[src/rtl/pwm_dim_pkg.sv]
`timescale 1ns/1ps
package pwm_dim_pkg;
    localparam int NUM_CH   = 8;
    localparam int DUTY_W   = 8;
    localparam int CH_IDX_W = $clog2(NUM_CH);
    localparam int ADDR_W   = CH_IDX_W + 1;

    typedef logic [DUTY_W-1:0]        duty_t;
    typedef logic signed [DUTY_W-1:0] trim_t;

    typedef enum logic [ADDR_W-1:0] {
        ADR_LEVEL = ADDR_W'(0),
        ADR_CTRL  = ADDR_W'(1),
        ADR_MASK  = ADDR_W'(2)
    } reg_addr_e;

    typedef struct packed {
        duty_t             level;
        logic              run_bit;
        logic [NUM_CH-1:0] mask;
    } ctrl_s;

    localparam duty_t DUTY_MAX = {DUTY_W{1'b1}};

    function automatic duty_t sat_add(input duty_t base, input trim_t trim);
        logic signed [DUTY_W+1:0] sum;
        sum = $signed({2'b00, base}) + $signed({{2{trim[DUTY_W-1]}}, trim});
        if (sum < 0)
            return '0;
        else if (sum > $signed({2'b00, DUTY_MAX}))
            return DUTY_MAX;
        else
            return sum[DUTY_W-1:0];
    endfunction
endpackage

[src/rtl/dim_regfile.sv]
`timescale 1ns/1ps
module dim_regfile
    import pwm_dim_pkg::*;
(
    input  logic                     clk,
    input  logic                     rst,
    input  logic                     wr_en,
    input  logic [ADDR_W-1:0]        wr_addr,
    input  logic [DUTY_W-1:0]        wr_data,
    output ctrl_s                    ctrl,
    output logic [NUM_CH-1:0][DUTY_W-1:0] trims
);
    ctrl_s ctrl_q;
    logic [NUM_CH-1:0][DUTY_W-1:0] trim_q;
    logic unused_wr_bits;

    assign unused_wr_bits = ^wr_data[DUTY_W-1:1];

    always_ff @(posedge clk) begin
        if (rst) begin
            ctrl_q <= '0;
        end else if (wr_en && !wr_addr[ADDR_W-1]) begin
            case (wr_addr)
                ADR_LEVEL: ctrl_q.level   <= wr_data;
                ADR_CTRL:  ctrl_q.run_bit <= wr_data[0];
                ADR_MASK:  ctrl_q.mask    <= wr_data[NUM_CH-1:0];
                default:   ;
            endcase
        end
    end

    for (genvar g = 0; g < NUM_CH; g++) begin : g_trim
        always_ff @(posedge clk) begin
            if (rst)
                trim_q[g] <= '0;
            else if (wr_en && wr_addr[ADDR_W-1] && wr_addr[CH_IDX_W-1:0] == CH_IDX_W'(g))
                trim_q[g] <= wr_data;
        end
    end

    assign ctrl  = ctrl_q;
    assign trims = trim_q;
endmodule

[src/rtl/dim_frame_ctr.sv]
`timescale 1ns/1ps
module dim_frame_ctr
    import pwm_dim_pkg::*;
(
    input  logic  clk,
    input  logic  rst,
    output duty_t count,
    output logic  wrap
);
    duty_t cnt_q;

    always_ff @(posedge clk) begin
        if (rst) cnt_q <= '0;
        else     cnt_q <= cnt_q + 1'b1;
    end

    assign count = cnt_q;
    assign wrap  = (cnt_q == DUTY_MAX);
endmodule

[src/rtl/dim_duty_calc.sv]
`timescale 1ns/1ps
module dim_duty_calc
    import pwm_dim_pkg::*;
(
    input  logic                          clk,
    input  logic                          rst,
    input  duty_t                         level,
    input  logic [NUM_CH-1:0][DUTY_W-1:0] trims,
    output logic [NUM_CH-1:0][DUTY_W-1:0] duty
);
    for (genvar g = 0; g < NUM_CH; g++) begin : g_calc
        assign duty[g] = sat_add(level, trim_t'(trims[g]));

        // a non-negative trim never lowers the duty, a negative one never raises it
        a_r2_trim_up: assert property (@(posedge clk) disable iff (rst)
            !trims[g][DUTY_W-1] |-> duty[g] >= level);
        a_r2_trim_down: assert property (@(posedge clk) disable iff (rst)
            trims[g][DUTY_W-1] |-> duty[g] < level || (level == '0 && duty[g] == '0));
    end
endmodule

[src/rtl/dim_channel.sv]
`timescale 1ns/1ps
module dim_channel
    import pwm_dim_pkg::*;
(
    input  logic  clk,
    input  logic  rst,
    input  duty_t count,
    input  logic  wrap,
    input  duty_t duty_next,
    input  logic  gate,
    output logic  pwm
);
    duty_t shadow_q;
    logic  raw;

    always_ff @(posedge clk) begin
        if (rst)       shadow_q <= '0;
        else if (wrap) shadow_q <= duty_next;
    end

    assign raw = (count < shadow_q);
    assign pwm = raw & gate;

    // the shadow duty only changes right after the counter held its top value
    a_r9_load_at_wrap: assert property (@(posedge clk) disable iff (rst)
        !$stable(shadow_q) |-> $past(count) == DUTY_MAX);

    // zero duty produces no pulse
    a_r5_zero_duty: assert property (@(posedge clk) disable iff (rst)
        shadow_q == '0 |-> !pwm);
endmodule

[src/rtl/pwm_dim_array.sv]
`timescale 1ns/1ps
module pwm_dim_array
    import pwm_dim_pkg::*;
(
    input  logic              clk,
    input  logic              rst,
    input  logic              wr_en,
    input  logic [ADDR_W-1:0] wr_addr,
    input  logic [DUTY_W-1:0] wr_data,
    input  logic              en_pin,
    input  logic              fault_in,
    output logic [NUM_CH-1:0] pwm_out
);
    ctrl_s                         ctrl;
    logic [NUM_CH-1:0][DUTY_W-1:0] trims;
    logic [NUM_CH-1:0][DUTY_W-1:0] duty;
    duty_t                         count;
    logic                          wrap;
    logic                          run_all;

    dim_regfile u_regs (
        .clk(clk), .rst(rst), .wr_en(wr_en), .wr_addr(wr_addr),
        .wr_data(wr_data), .ctrl(ctrl), .trims(trims)
    );

    dim_frame_ctr u_ctr (
        .clk(clk), .rst(rst), .count(count), .wrap(wrap)
    );

    dim_duty_calc u_calc (
        .clk(clk), .rst(rst), .level(ctrl.level), .trims(trims), .duty(duty)
    );

    assign run_all = en_pin & ctrl.run_bit & ~fault_in;

    for (genvar g = 0; g < NUM_CH; g++) begin : g_ch
        dim_channel u_ch (
            .clk(clk), .rst(rst), .count(count), .wrap(wrap),
            .duty_next(duty[g]), .gate(run_all & ctrl.mask[g]), .pwm(pwm_out[g])
        );
    end

    // pin and control bit both needed
    a_r6_global_gate: assert property (@(posedge clk) disable iff (rst)
        !(en_pin && ctrl.run_bit) |-> pwm_out == '0);
    // masked channels stay low
    a_r7_mask: assert property (@(posedge clk) disable iff (rst)
        (pwm_out & ~ctrl.mask) == '0);
    // fault forces all low
    a_r8_fault: assert property (@(posedge clk) disable iff (rst)
        fault_in |-> pwm_out == '0);
endmodule

[config.mk]
export PLATFORM = sky130hd
export DESIGN_NAME = pwm_dim_array
export DESIGN_NICKNAME = d
export VERILOG_FILES = /design/src/rtl/pwm_dim_pkg.sv /design/src/rtl/dim_regfile.sv /design/src/rtl/dim_frame_ctr.sv /design/src/rtl/dim_duty_calc.sv /design/src/rtl/dim_channel.sv /design/src/rtl/pwm_dim_array.sv
export SDC_FILE = /design/constraint.sdc
export NUM_CORES = 1
export LEC_CHECK = 0
export BUFFER_PORTS_ARGS = -buffer_cell sky130_fd_sc_hd__buf_2
export CORE_MARGIN = 8
export CORE_UTILIZATION = 58
export DETAILED_ROUTE_END_ITERATION = 6
export PLACE_DENSITY = 0.78
export RECOVER_POWER = 50
export SETUP_SLACK_MARGIN = 0.1
export SYNTH_ARGS = -nofsm -noshare
export SYNTH_HDL_FRONTEND = slang
export SYNTH_SLANG_ARGS = --single-unit
export TNS_END_PERCENT = 50
[constraint.sdc]
create_clock -name clk -period 2.55 [get_ports clk]
set_clock_uncertainty 0.1 [all_clocks]
set_input_delay 0.255 -clock clk [delete_from_list [all_inputs] [get_ports clk]]
set_output_delay 0.255 -clock clk [all_outputs]
set_load 0.01 [all_outputs]
# Word-level counts from Yosys, hierarchy flattened

Index checks and enable logic that the tools add are counted.
Widths: inputs -> output; s select.

Flip-flop bits (word level): 153
Latch bits: 0
RAM bits: 0
Bits in read-only memories: 0
Output and inout port bits: 8
Logic and storage cells: 114
Memories: 0

Add/sub/neg operators: 9
Multiply operators: 0
Div/mod/pow operators: 0
$lt $le $gt $ge: 24
Eq/ne operators: 10
Shift-type cells: 0
Mux-type cells: 16
Bitwise operators: 19
Reduce and logical (&&, ||, !) cells: 16

Operators by type and width:

| cell                | count |
|---|---|
| $mux 8              | 16 |
| $add 9x8->10        | 8 |
| $gt 10x9->1 const B | 8 |
| $lt 10x1->1 const B | 8 |
| $lt 8x8->1          | 8 |
| $and 1x1->1         | 18 |
| $eq 3x3->1 const B  | 4 |
| $logic_and 1x1->1   | 10 |
| $add 8x1->8 const B | 1 |
| $eq 8x8->1 const B  | 1 |
| $eq 3x2->1 const B  | 2 |
| $reduce_and 2->1    | 3 |
| $eq 4x1->1 const B  | 1 |
| $eq 4x2->1 const B  | 1 |
| $logic_not 4->1     | 1 |
| $eq 3x1->1 const B  | 1 |
| $logic_not 3->1     | 1 |
| $logic_not 1->1     | 1 |
| $not 1->1           | 1 |

# Longest topological paths before layout

Gate-level depths: netlist of run 1.

Word-level depth: 4
Mapped depth: 9
Gate-level depth less buffers: 9

# Hierarchy

Synthesis of run 1 repeated with hierarchy kept, for this count alone.

Cells, all modules: 1,314
Area, all modules: 11,436.0 µm²

Modules (own cells, without submodules):

| module        | instances | cells an instance | area an instance (µm²) | seq. area each (µm²) |
|---|---|---|---|---|
| dim_duty_calc | 1         | 560               | 4,067.7                | 0.0 |
| dim_channel   | 8         | 52                | 465.4                  | 160.2 |
| dim_regfile   | 1         | 295               | 3,254.4                | 1,621.6 |
| dim_frame_ctr | 1         | 35                | 310.3                  | 160.2 |
| pwm_dim_array | 1         | 8                 | 80.1                   | 0.0 |

# Worst setup path before layout of run 1

Ideal clock, no wire load.

Path type: register to register
Start point: register, netlist name u_regs.ctrl[10]
End point: register g_ch[4].u_ch.shadow_q[2]
Data arrival time: 2.293 ns
Required time: 2.316 ns
Path slack: 0.023 ns
Cell stages (with the launch flop): 9
Clock period less this slack: 2.527 ns
Cell sequence: dfxtp_1 -> inv_1 -> fa_1 -> nand2b_1 -> a21oi_1 -> o41ai_2 -> and4b_4 -> o311ai_1 -> a21oi_1

Word-level cells in the longest chain between the ends: 4
Elaborated cells on any way between the ends: 5
Those cells by class: add/sub: 1; order compare: 2; mux: 2

Ends and longest elaborated chain:

| element              | RTL line          | source |
|---|---|---|
| $add 9x8->10 *       | pwm_dim_pkg.sv:27 | `sum = $signed({2'b00, base}) + $signed({{2{trim[DUTY_W-1]}}, trim});` |
| $gt 10x9->1          | pwm_dim_pkg.sv:30 | `else if (sum > $signed({2'b00, DUTY_MAX}))` |
| $mux 8               | pwm_dim_pkg.sv:30 |  |
| $mux 8 *             | pwm_dim_pkg.sv:28 | `if (sum < 0)` |
| end signal, assigned | dim_channel.sv:18 | `else if (wrap) shadow_q <= duty_next;` |
| end, declared        | dim_channel.sv:13 | `duty_t shadow_q;` |

Mark *: on every way between the ends. The rest lies on a longest branch, timed or not.
A chain may end at the register's enable or synchronous reset.

# Worst setup path after layout of run 1

Start point: register, netlist name u_regs.ctrl[10]
End point: register g_ch[4].u_ch.shadow_q[3]

Word-level cells in the longest chain between the ends: 4
Elaborated cells on any way between the ends: 5
Those cells by class: add/sub: 1; order compare: 2; mux: 2

Ends and longest elaborated chain:

| element        | RTL line |
|---|---|
| $add 9x8->10 * | pwm_dim_pkg.sv:27 |
| $gt 10x9->1    | pwm_dim_pkg.sv:30 |
| $mux 8         | pwm_dim_pkg.sv:30 |
| $mux 8 *       | pwm_dim_pkg.sv:28 |

Marks and branches as above.

==> metrics.md, run 1 <==
| Metric | Value |
|---|---|
| Max-slew violations | 40 |
| Sw Share | 22.67% |
| Drt drc | 0 |
| Final WL | about 28000 µm |
| RSZ-0062 raised after global routing | yes |
| Die width | 151.4 µm |
| GR Util All Layers | 24.81% |
| # IOs | 25 |
| Failing checks | capacitance limit, slew limit |
| Sw Pwr | roughly 1.3 mW |
| Critical path required time | around 2.7 ns |
| Hold Startpoint | wr_data[1] |
| Commonest non-fill, non-tap cell in the layout | dfxtp_1 |
| Cell area power density | 451.3 nW/µm² |
| Yosys reg bits | 153 |
| Largest net degree at the start of global routing | 75 |
| CTS Buf Count | 17 |
| CTS root buf | clkbuf_16 |
| Layout cells sized above 1 | roughly 23% |
| Slowest cell on crit path | fa_2 |
| Initial Util | between 50% and 60% |
| Antenna-violating nets left | 0 |
| Mean Syn Cell Area | 8.971 µm² |
| R2r endpoint | g_ch[4].u_ch.shadow_q[3]$_SDFFE_PP0N_ |
| Static Leak | 4.949 nW |
| Hold path cells | 3 |
| Synth warn | 0 |
| Max VDD drop | 0.0005265 V |
| Fillcell total | 1305 |
| Grt ovf | 0 |
| Reg2Reg Depth | 9 |
| First-pass DRT Iterations | 5 |
| Register area | 3084 µm² |
| Initial antenna violation count | 0 |
| Setup violations, final | 0 |
| Synthesis-to-layout area growth | 16.97% |
| Tightest Pin Transition | 1.774 ns |
| TritonCTS clock tree | yes |
| Post-synthesis sequential area ratio | 28.81% |
| Via count | 8799 |
| Crit start category | flip-flop |
| Clock Tree Buf Depth | 2 |
| Die Span Y | 151.4 µm |
| Drt wl/cell | 19.29 µm |
| Clk Latency, worst-skew pair | roughly 0.43 ns |
| WHS | around 0.16 ns |
| Mapped Cells | 1185 |
| CTS Sinks | between 150 and 200 |
| Number of synthesized flops with an enable pin | 0 |
| Final worst-path cycle share | 97.90% |
| Crit-path cells | clkinvlp_4, buf_4, fa_2, nand2b_1, a21oi_2, o41ai_2, and4b_4, o311ai_1, a21oi_1 |
| Initial DRC count | 509 |
| Critical path fanouts, max | 6 |
| Final-stage net count | 1386 |
| Die Area | 22920 µm² |
| CP Capture Type | flip-flop |
| Max Cap Viol | 1 |
| Post-synth cell types | 64 |
| Combinational Power Share | 7.1% |
| Port buffer count | 24 |
| Post-DP HPWL | 19050 µm |
| H-tree Lvls | 4 |
| Critical Path AT | 2.67 ns |
| Routed vias/inst | 5.974 |
| Sequential share of power | 43.3% |
| Ant diodes | 0 |
| Number of global-route vias before repair | around 8500 |
| Type of the worst setup path | flip-flop to flip-flop |
| Synth async-reset ratio | 0% |
| Worst hold path type | primary input to flip-flop |
| Final Hold Viols | 0 |
| CP max stage delay | 0.39 ns |
| Max Clk Rate | roughly 400 MHz |
| Clock power frac | 49.6% |
| Worst slew margin | -18.25% |
| Row cnt | 49 |
| Clk slew on worst S/H paths | approximately 0.060 ns |
| Mapped cell area | 10630 µm² |
| Internal reg-to-reg setup slack | ~0.054 ns |
| Core area | 17960 µm² |
| Number of hold buffers added after CTS | 0 |
| Worst R2R Start | u_regs.ctrl[10]$_SDFFE_PP0P_ |
| Global-route wire length before repair | between 40000 and 50000 µm |
| Area of the multi-input gates | 7512 µm² |
| Core Util, Final | between 60 and 70% |
| Min Clock Period, post-route | 2.496 ns |
| Gpl congestion | 0.9192 |
| Syn_nets | ~1300 |
| Hold Crit Endpoint | u_regs.ctrl[1]$_SDFFE_PP0P_ |
| Status | finished with violations |
| Pint | around 4.3 mW |
| Synth Flop Type | dfxtp_1 |
| Most frequent cells in the layout | dfxtp_1 (144), nor2_1 (124), ha_1 (111) |
-- metal layers --
layer	part of all wire [%]	global-route usage, %	routed length [µm]	vias to the layer above
met5	0	0	0	-
met4	2.9	9.104	826	0
met3	5.3	4.213	1503	60
met2	47	41.02	13400	222
met1	45	31.80	12680	4214
li1	-	-	-	4303
-- cells by family after synthesis --
kind of cell	Yosys count	synth area share [%]
muxes	85	8.039
AOI/OAI and AO/OA	278	21.00
xor gates and xnor gates	60	4.944
DFF	153	28.81
buffers and inverters	138	5.226
and+or+nand+nor	334	15.29
adders and majority gates	137	16.69
-- Yosys cell counts (6+ instances only) --
cell,instances,area [µm²]
dfxtp_1,153,3063
ha_1,129,1614
nor2_1,124,465.5
a21oi_1,93,465.5
inv_1,86,322.8
mux2i_1,84,840.8
nand2_1,84,315.3
xnor2_1,46,402.9
clkbuf_1,32,120.1
nand2b_1,30,187.7
o21ai_0,28,140.1
a221oi_2,23,345.3
a21o_1,20,150.1
nand3_1,15,75.07
nor3_1,14,70.07
xor2_1,14,122.6
nand3b_1,12,90.09
o221a_1,12,135.1
o41ai_1,11,96.34
nor2b_1,10,62.56
a21oi_2,9,78.83
buf_4,9,67.56
o211ai_1,9,67.56
o31ai_1,9,67.56
fa_1,8,160.2
or2_2,8,50.05
buf_1,7,26.28
nor2_2,7,43.79
o21a_1,7,52.55
a311oi_2,6,90.09
-- timing repair --
item                       CTS  global route
gates cloned                 0             0
gates resized for setup     42            78
setup buffers                3            15
setup endpoints to repair   71            72
pin swaps                    9            38
-- critical path, delay by kind of cell (launching register included) --
| family | cells | cell delay, ns |
|---|---|---|
| compound gates | 4 | 0.74 |
| fa+ha+maj | 1 | 0.39 |
| buf+inv | 2 | 0.27 |
| simple gates | 2 | 0.44 |
| flops | 1 | 0.38 |
-- power by group through the flow --
stage	clock (mW)	combinational, mW	sequential (mW)
final	2.79	0.397	2.43
after CTS	2.79	0.377	2.43
after global routing	2.91	0.428	2.43
after global placement	0	0.351	2.48
after detailed placement	0	0.359	2.48
after floorplan	0	0.229	2.48
-- metrics by stage --
stage                     power [mW]  setup WS (ns)  cell area, µm²  setup TNS (ns)  instances
after detailed placement       2.841        -0.1942           11160          -3.189       1424
after global routing           5.763      -0.004615           12430       -0.008556       1473
final                          5.611        0.05351           12430               0       1473
after floorplan                2.711         0.1048           10640               0       1185
after global placement         2.833        -0.1126           11160         -0.8505       1424
after CTS                      5.597        0.06580           11980               0       1458
-- registers in the layout, summed over array words and instances, names as in the netlist --
register            cells
g_ch.u_ch.shadow_q     64
u_regs.trims           64
u_regs.ctrl            17
u_ctr.count             8
-- cell type report --
| type | count | share of cell area (%) |
|---|---|---|
| multi-input cells | 894 | 60.41 |
| clock inverters | 8 | 1.348 |
| flip-flops and latches | 153 | 24.80 |
| inverters | 87 | 2.656 |
| well taps | 229 | 2.304 |
| clock buffers | 23 | 3.763 |
| repair buffers | 79 | 4.709 |
-- worst max-delay path by stage --
stage	start	to	slack, ns
finish	u_regs.ctrl[10]$_SDFFE_PP0P_	g_ch[4].u_ch.shadow_q[3]$_SDFFE_PP0N_	0.05
global placement	u_regs.ctrl[15]$_SDFFE_PP0P_	g_ch[4].u_ch.shadow_q[1]$_SDFFE_PP0N_	-0.11
global route	u_regs.ctrl[9]$_SDFFE_PP0P_	g_ch[4].u_ch.shadow_q[1]$_SDFFE_PP0N_	-0.005
CTS	u_ctr.count[1]$_SDFF_PP0_	pwm_out[6]	0.07
detailed placement	u_regs.ctrl[15]$_SDFFE_PP0P_	g_ch[4].u_ch.shadow_q[6]$_SDFFE_PP0N_	-0.19
floorplan	u_regs.ctrl[10]$_SDFFE_PP0P_	g_ch[3].u_ch.shadow_q[7]$_SDFFE_PP0N_	0.10
Note: power is estimated with default switching activity, not from simulation.
==> inputs of run 2 (changes only) <==
PLACE_DENSITY = 0.87   (was 0.78)
==> run 2 against run 1 <==
Effect of this change:
- the run still ends with capacitance limit, slew limit left
- power fell by 1.1%
- sequential power about the same
- core utilization up 1.4 points
- clock power decreased by 4%
- flip-flop and latch count did not move
- hold slack got worse by 0.0070 ns
- critical path type unchanged
- largest power group unchanged
- highest routed layer unchanged
==> metrics.md, run 2 (same netlist as run 1, synthesis figures left out) <==
| Metric | Value |
|---|---|
| TritonCTS clock tree | yes (unchanged) |
| Worst R2R Start | u_regs.ctrl[12]$_SDFFE_PP0P_ (was u_regs.ctrl[10]$_SDFFE_PP0P_) |
| Static Leak | 5.056 nW (was 4.949 nW) |
| CTS Sinks | 153 (unchanged) |
| Max-slew violations | 34 (was 40) |
| Routed vias/inst | 6.430 (was 5.974) |
| Post-DP HPWL | 19970 µm (was 19050 µm) |
| Worst hold path type | primary input to flip-flop (unchanged) |
| Total power | 5.550 mW (was 5.611 mW) |
| Clk Latency, worst-skew pair | 0.45 ns (was 0.43 ns) |
| Critical path required time | 2.79 ns (was 2.72 ns) |
| Grt met1 use | 30.41% (was 31.80%) |
| Core Util, Final | 70.66% (was 69.22%) |
| Number of hold buffers added after CTS | 0 (unchanged) |
| Clk slew on worst S/H paths | 0.07 ns (was 0.06 ns) |
| Crit path launch | u_regs.ctrl[12]$_SDFFE_PP0P_ (was u_regs.ctrl[10]$_SDFFE_PP0P_) |
| Setup violations, final | 0 (unchanged) |
| CTS root buf | clkbuf_16 (unchanged) |
| Failing checks | capacitance limit, slew limit (unchanged) |
| Drt wl/cell | 21.81 µm (was 19.29 µm) |
| H-tree Lvls | 4 (unchanged) |
| Via count | 9504 (was 8799) |
| WHS | 0.1509 ns (was 0.1579 ns) |
| # IOs | 25 (unchanged) |
| GR Layer Usage met2 | 42.47% (was 41.02%) |
| Status | finished with violations (unchanged) |
| Worst slew margin | -7.752% (was -18.25%) |
| Hold Startpoint | wr_data[2] (was wr_data[1]) |
| Max VDD drop | 0.0005918 V (was 0.0005265 V) |
| Die Area | 22920 µm² (unchanged) |
| Port buffer count | 24 (unchanged) |
| Register area | 3089 µm² (was 3084 µm²) |
| Final-stage net count | 1389 (was 1386) |
| R2r endpoint | g_ch[6].u_ch.shadow_q[2]$_SDFFE_PP0N_ (was g_ch[4].u_ch.shadow_q[3]$_SDFFE_PP0N_) |
| Die Span Y | 151.4 µm (unchanged) |
| Internal reg-to-reg setup slack | 0.04 ns (was 0.05 ns) |
| Gpl congestion | 0.9259 (was 0.9192) |
| CP Capture Type | flip-flop (unchanged) |
| Antenna-violating nets left | 0 (unchanged) |
| Placed cell count | 1429 (was 1424) |
| CTS Buf Count | 17 (unchanged) |
| Layout cells sized above 1 | 23.56% (was 22.51%) |
| Final WL | 32240 µm (was 28420 µm) |
| Synthesis-to-layout area growth | 19.41% (was 16.97%) |
| Area of the multi-input gates | 7712 µm² (was 7512 µm²) |
| Final Hold Viols | 0 (unchanged) |
| Type of the worst setup path | flip-flop to flip-flop (unchanged) |
| Grt met3 use | 5.796% (was 4.213%) |
| First-pass DRT Iterations | 7 (was 5) |
| Initial antenna violation count | 1 (was 0) |
| Critical path fanouts, max | 9 (was 6) |
| Min Clock Period, post-route | 2.509 ns (was 2.496 ns) |
| Final worst-path cycle share | 98.41% (was 97.90%) |
| Critical Path AT | 2.75 ns (was 2.67 ns) |
| RSZ-0062 raised after global routing | yes (unchanged) |
| Global-route wire length before repair | 45010 µm (was 43950 µm) |
| Fin cells | 1478 (was 1473) |
| Initial Util | 59.18% (unchanged) |
| Die width | 151.4 µm (unchanged) |
| Cell area power density | 437.2 nW/µm² (was 451.3 nW/µm²) |
| Clock Tree Buf Depth | 2 (unchanged) |
| Grt ovf | 0 (unchanged) |
| Reg2Reg Depth | 7 (was 9) |
| Most frequent cells in the layout | dfxtp_1 (140), nor2_1 (129), ha_1 (105) (was dfxtp_1 (144), nor2_1 (124), ha_1 (111)) |
| Max Clk Rate | 398.5 MHz (was 400.6 MHz) |
| Drt drc | 0 (unchanged) |
| Most Used Layer, Global Route | met2 (unchanged) |
| Commonest non-fill, non-tap cell in the layout | dfxtp_1 (unchanged) |
| Core area | 17960 µm² (unchanged) |
| Initial DRC count | 795 (was 509) |
| Max Cap Viol | 1 (unchanged) |
| Largest net degree at the start of global routing | 75 (unchanged) |
| Hold Crit Endpoint | u_regs.ctrl[2]$_SDFFE_PP0P_ (was u_regs.ctrl[1]$_SDFFE_PP0P_) |
| Row cnt | 49 (unchanged) |
| Tightest Pin Transition | 1.616 ns (was 1.774 ns) |
| Hold path cells | 3 (unchanged) |
| Crit start category | flip-flop (unchanged) |
| GR Util All Layers | 25.42% (was 24.81%) |
| Number of global-route vias before repair | 8952 (was 8535) |
| Fillcell total | 1188 (was 1305) |
## run 2: repair_timing
action	4_1_cts	5_1_grt
gates cloned	1	1
endpoints found under the setup margin	69	70
gates resized for setup	47	102
pin swaps	21	37
buffers inserted	7	7
## run 2: report_power, final
part           internal (mW)  leakage [nW]  switching, mW
clock network           1.61         0.298           1.06
registers               2.41          1.24         0.0253
logic                  0.175          3.52          0.268
## run 2: metrics by stage
step	instance area [µm²]	worst slack, ns	TNS, ns
final	12690	0.04057	0
after global routing	12690	-0.1221	-0.7672
after CTS	12100	0.03492	0
after detailed placement	11180	-0.07460	-0.3948
after global placement	11180	0.04118	0
after floorplan	10640	0.1048	0
## run 2: worst max-delay path, cell delays in order (launching register included)
cell and delay (ns):
dfxtp_2 0.59, ha_4 0.23, nand2_1 0.13, a2111oi_2 0.39, nand3b_1 0.27, nand4b_1 0.17
o31a_4 0.21, a221oi_2 0.30
## run 2: area by class of cell
class                           instances  share of cell area [%]
Tap cell                              229                   2.257
Timing Repair Buffer                   82                   5.195
Inverter                               87                   2.602
Multi-Input combinational cell        894                   60.76
Clock buffer                           20                   3.677
Antenna cell                            1                 0.01971
Clock inverter                         12                   1.153
Sequential cell                       153                   24.34
## run 2: worst max-delay path by stage
| stage | to | slack, ns |
|---|---|---|
| 3_5_place_dp | g_ch[4].u_ch.shadow_q[6]$_SDFFE_PP0N_ | -0.07 |
| 3_3_place_gp | g_ch[4].u_ch.shadow_q[6]$_SDFFE_PP0N_ | 0.04 |
| 5_1_grt | g_ch[4].u_ch.shadow_q[6]$_SDFFE_PP0N_ | -0.12 |
| 4_1_cts | pwm_out[2] | 0.03 |
| 6_report | g_ch[6].u_ch.shadow_q[2]$_SDFFE_PP0N_ | 0.04 |
| 2_1_floorplan | g_ch[3].u_ch.shadow_q[7]$_SDFFE_PP0N_ | 0.10 |
## run 2: routing by layer
metal	up-vias	share of wire [%]
met5	-	0
li1	4319	-
met2	441	48
met4	0	4.9
met1	4592	40
met3	152	7.5
==> inputs of run 3 (changes only) <==
BUFFER_PORTS_ARGS = -buffer_cell sky130_fd_sc_hd__buf_4   (was -buffer_cell sky130_fd_sc_hd__buf_2)
CORE_ASPECT_RATIO = 0.7   (was default)
CORE_UTILIZATION = 64   (was 58)
PLACE_DENSITY = 0.9   (was 0.87)
clock period = 2.7 ns   (was 2.55 ns; I/O delays follow)
==> run 3 against run 2 <==
Effect of this change:
- first-iteration DRC count is 4.0% higher
- core utilization increased by 4.2 points
- flip-flop and latch count unchanged
- global-route usage rose by 3.1 points
- fmax is 4.6% lower
- largest cell class unchanged
- non-clock buffer count decreased by 7
- routed wire length down 5.1%
- critical path depth is 3 higher
- cell area fell by 3.8%
- sequential power decreased by 5%
- power shrank 3.9%
- via count shrank 2.3%
- the run now ends clean
==> metrics.md, run 3 (same netlist as run 1, synthesis figures left out) <==
| Metric | Value |
|---|---|
| CTS Sinks | 153 (unchanged) |
| Clk Latency, worst-skew pair | 0.44 ns (was 0.45 ns) |
| Final Hold Viols | 0 (unchanged) |
| Routed vias/inst | 6.331 (was 6.430) |
| Ant diodes | 0 (was 1) |
| GR Util All Layers | 28.51% (was 25.42%) |
| Layout cells sized above 1 | 19.10% (was 23.56%) |
| Port buffer count | 24 (unchanged) |
| Initial DRC count | 827 (was 795) |
| Worst slew margin | 26.30% (was -7.752%) |
| Final worst-path cycle share | 97.42% (was 98.41%) |
| Row cnt | 39 (was 49) |
| Clock Tree Buf Depth | 2 (unchanged) |
| Min Clock Period, post-route | 2.630 ns (was 2.509 ns) |
| Most frequent cells in the layout | dfxtp_1 (146), nor2_1 (130), ha_1 (119) (was dfxtp_1 (140), nor2_1 (129), ha_1 (105)) |
| TritonCTS clock tree | yes (unchanged) |
| WHS | 0.1511 ns (was 0.1509 ns) |
| Largest net degree at the start of global routing | 57 (was 75) |
| H-tree Lvls | 4 (unchanged) |
| Number of hold buffers added after CTS | 0 (unchanged) |
| Grt ovf | 0 (unchanged) |
| Drt wl/cell | 20.87 µm (was 21.81 µm) |
| Drt drc | 0 (unchanged) |
| Number of global-route vias before repair | 8996 (was 8952) |
| Via count | 9281 (was 9504) |
| Die width | 170.0 µm (was 151.4 µm) |
| Clk slew on worst S/H paths | 0.06 ns (was 0.07 ns) |
| Critical Path AT | 2.82 ns (was 2.75 ns) |
| Die Span Y | 123.8 µm (was 151.4 µm) |
| Cell area power density | 436.8 nW/µm² (was 437.2 nW/µm²) |
| Tightest Pin Transition | 1.101 ns (was 1.616 ns) |
| Setup violations, final | 0 (unchanged) |
| Status | completed (was finished with violations) |
| CTS root buf | clkbuf_16 (unchanged) |
| Type of the worst setup path | flip-flop to flip-flop (unchanged) |
| Post-DP HPWL | 20130 µm (was 19970 µm) |
| Core area | 16300 µm² (was 17960 µm²) |
| Max Cap Viol | 0 (was 1) |
| Critical path required time | 2.89 ns (was 2.79 ns) |
| CP Capture Type | flip-flop (unchanged) |
| Final WL | 30590 µm (was 32240 µm) |
| Worst hold path type | primary input to flip-flop (unchanged) |
| CTS Buf Count | 17 (unchanged) |
| Commonest non-fill, non-tap cell in the layout | dfxtp_1 (unchanged) |
| Static Leak | 4.900 nW (was 5.056 nW) |
| Initial antenna violation count | 0 (was 1) |
| Gpl congestion | 0.9449 (was 0.9259) |
| Die Area | 21060 µm² (was 22920 µm²) |
| First-pass DRT Iterations | 5 (was 7) |
| Core Util, Final | 74.91% (was 70.66%) |
| Antenna-violating nets left | 0 (unchanged) |
| Initial Util | 65.22% (was 59.18%) |
| Fin cells | 1466 (was 1478) |
| Max Clk Rate | 380.2 MHz (was 398.5 MHz) |
| Crit start category | flip-flop (unchanged) |
| # IOs | 25 (unchanged) |
| Final-stage net count | 1382 (was 1389) |
| Max-slew violations | 0 (was 34) |
| Placed cell count | 1424 (was 1429) |
| Global-route wire length before repair | 46550 µm (was 45010 µm) |
| Critical path fanouts, max | 6 (was 9) |
| RSZ-0062 raised after global routing | yes (unchanged) |
| Synthesis-to-layout area growth | 14.85% (was 19.41%) |
| Max VDD drop | 0.0005348 V (was 0.0005918 V) |
run 3: what timing repair did:
action,4_1_cts,5_1_grt
pin swaps,4,16
resized for setup,21,50
setup endpoints to repair,63,66
buffers inserted,9,2
endpoints found under the hold margin,0,0
run 3: where the power goes:
group	leakage, nW	internal (mW)	switching, mW
combinational	3.35	0.155	0.246
clock	0.311	1.64	0.994
sequential	1.24	2.28	0.0201
run 3: critical path, stage by stage, from the launching register on:
cell and delay [ns]:
dfxtp_1 0.33, buf_4 0.18, ha_1 0.19, inv_1 0.05
fa_1 0.39, nand2b_1 0.20, a21oi_2 0.22, o41ai_2 0.12
and4b_4 0.25, o311ai_1 0.33, a21oi_1 0.12
run 3: layer usage:
metal | up-vias | global-route usage [%] | part of all wire, %
met5 | - | 0 | 0
met4 | 0 | 16.88 | 4.9
met3 | 123 | 4.813 | 6.9
met2 | 406 | 47.21 | 46
met1 | 4437 | 34.93 | 42
li1 | 4315 | - | -
run 3: worst paths after layout:
path | start | endpoint | slack [ns] | cells past startpoint
max | u_regs.ctrl[9]$_SDFFE_PP0P_ | g_ch[4].u_ch.shadow_q[2]$_SDFFE_PP0N_ | 0.07 | 10
min | wr_data[1] | u_regs.ctrl[10]$_SDFFE_PP0P_ | 0.15 | 3
max reg2reg | u_regs.ctrl[9]$_SDFFE_PP0P_ | g_ch[4].u_ch.shadow_q[2]$_SDFFE_PP0N_ | 0.07 | 10
min reg2reg | g_ch[0].u_ch.shadow_q[1]$_SDFFE_PP0N_ | g_ch[0].u_ch.shadow_q[1]$_SDFFE_PP0N_ | 0.36 | 2
run 3: through the flow:
stage | worst slack [ns] | TNS, ns | total power [mW] | instance area (µm²)
2_1_floorplan | 0.1731 | 0 | 2.560 | 10630
3_3_place_gp | 0.03633 | 0 | 2.673 | 11190
3_5_place_dp | -0.06100 | -0.09947 | 2.687 | 11190
4_1_cts | 0.02962 | 0 | 5.297 | 12020
5_1_grt | -0.01433 | -0.01433 | 5.463 | 12210
6_report | 0.06976 | 0 | 5.333 | 12210
run 3: cell type report:
class / instances / area [µm²]
clock buffer: 21 / 480.5
timing repair buffer: 75 / 580.6
clock inverter: 11 / 166.4
inverter: 87 / 330.3
tap: 225 / 281.5
sequential: 153 / 3077
fill: 1107 / 4089
multi-input combinational: 894 / 7293
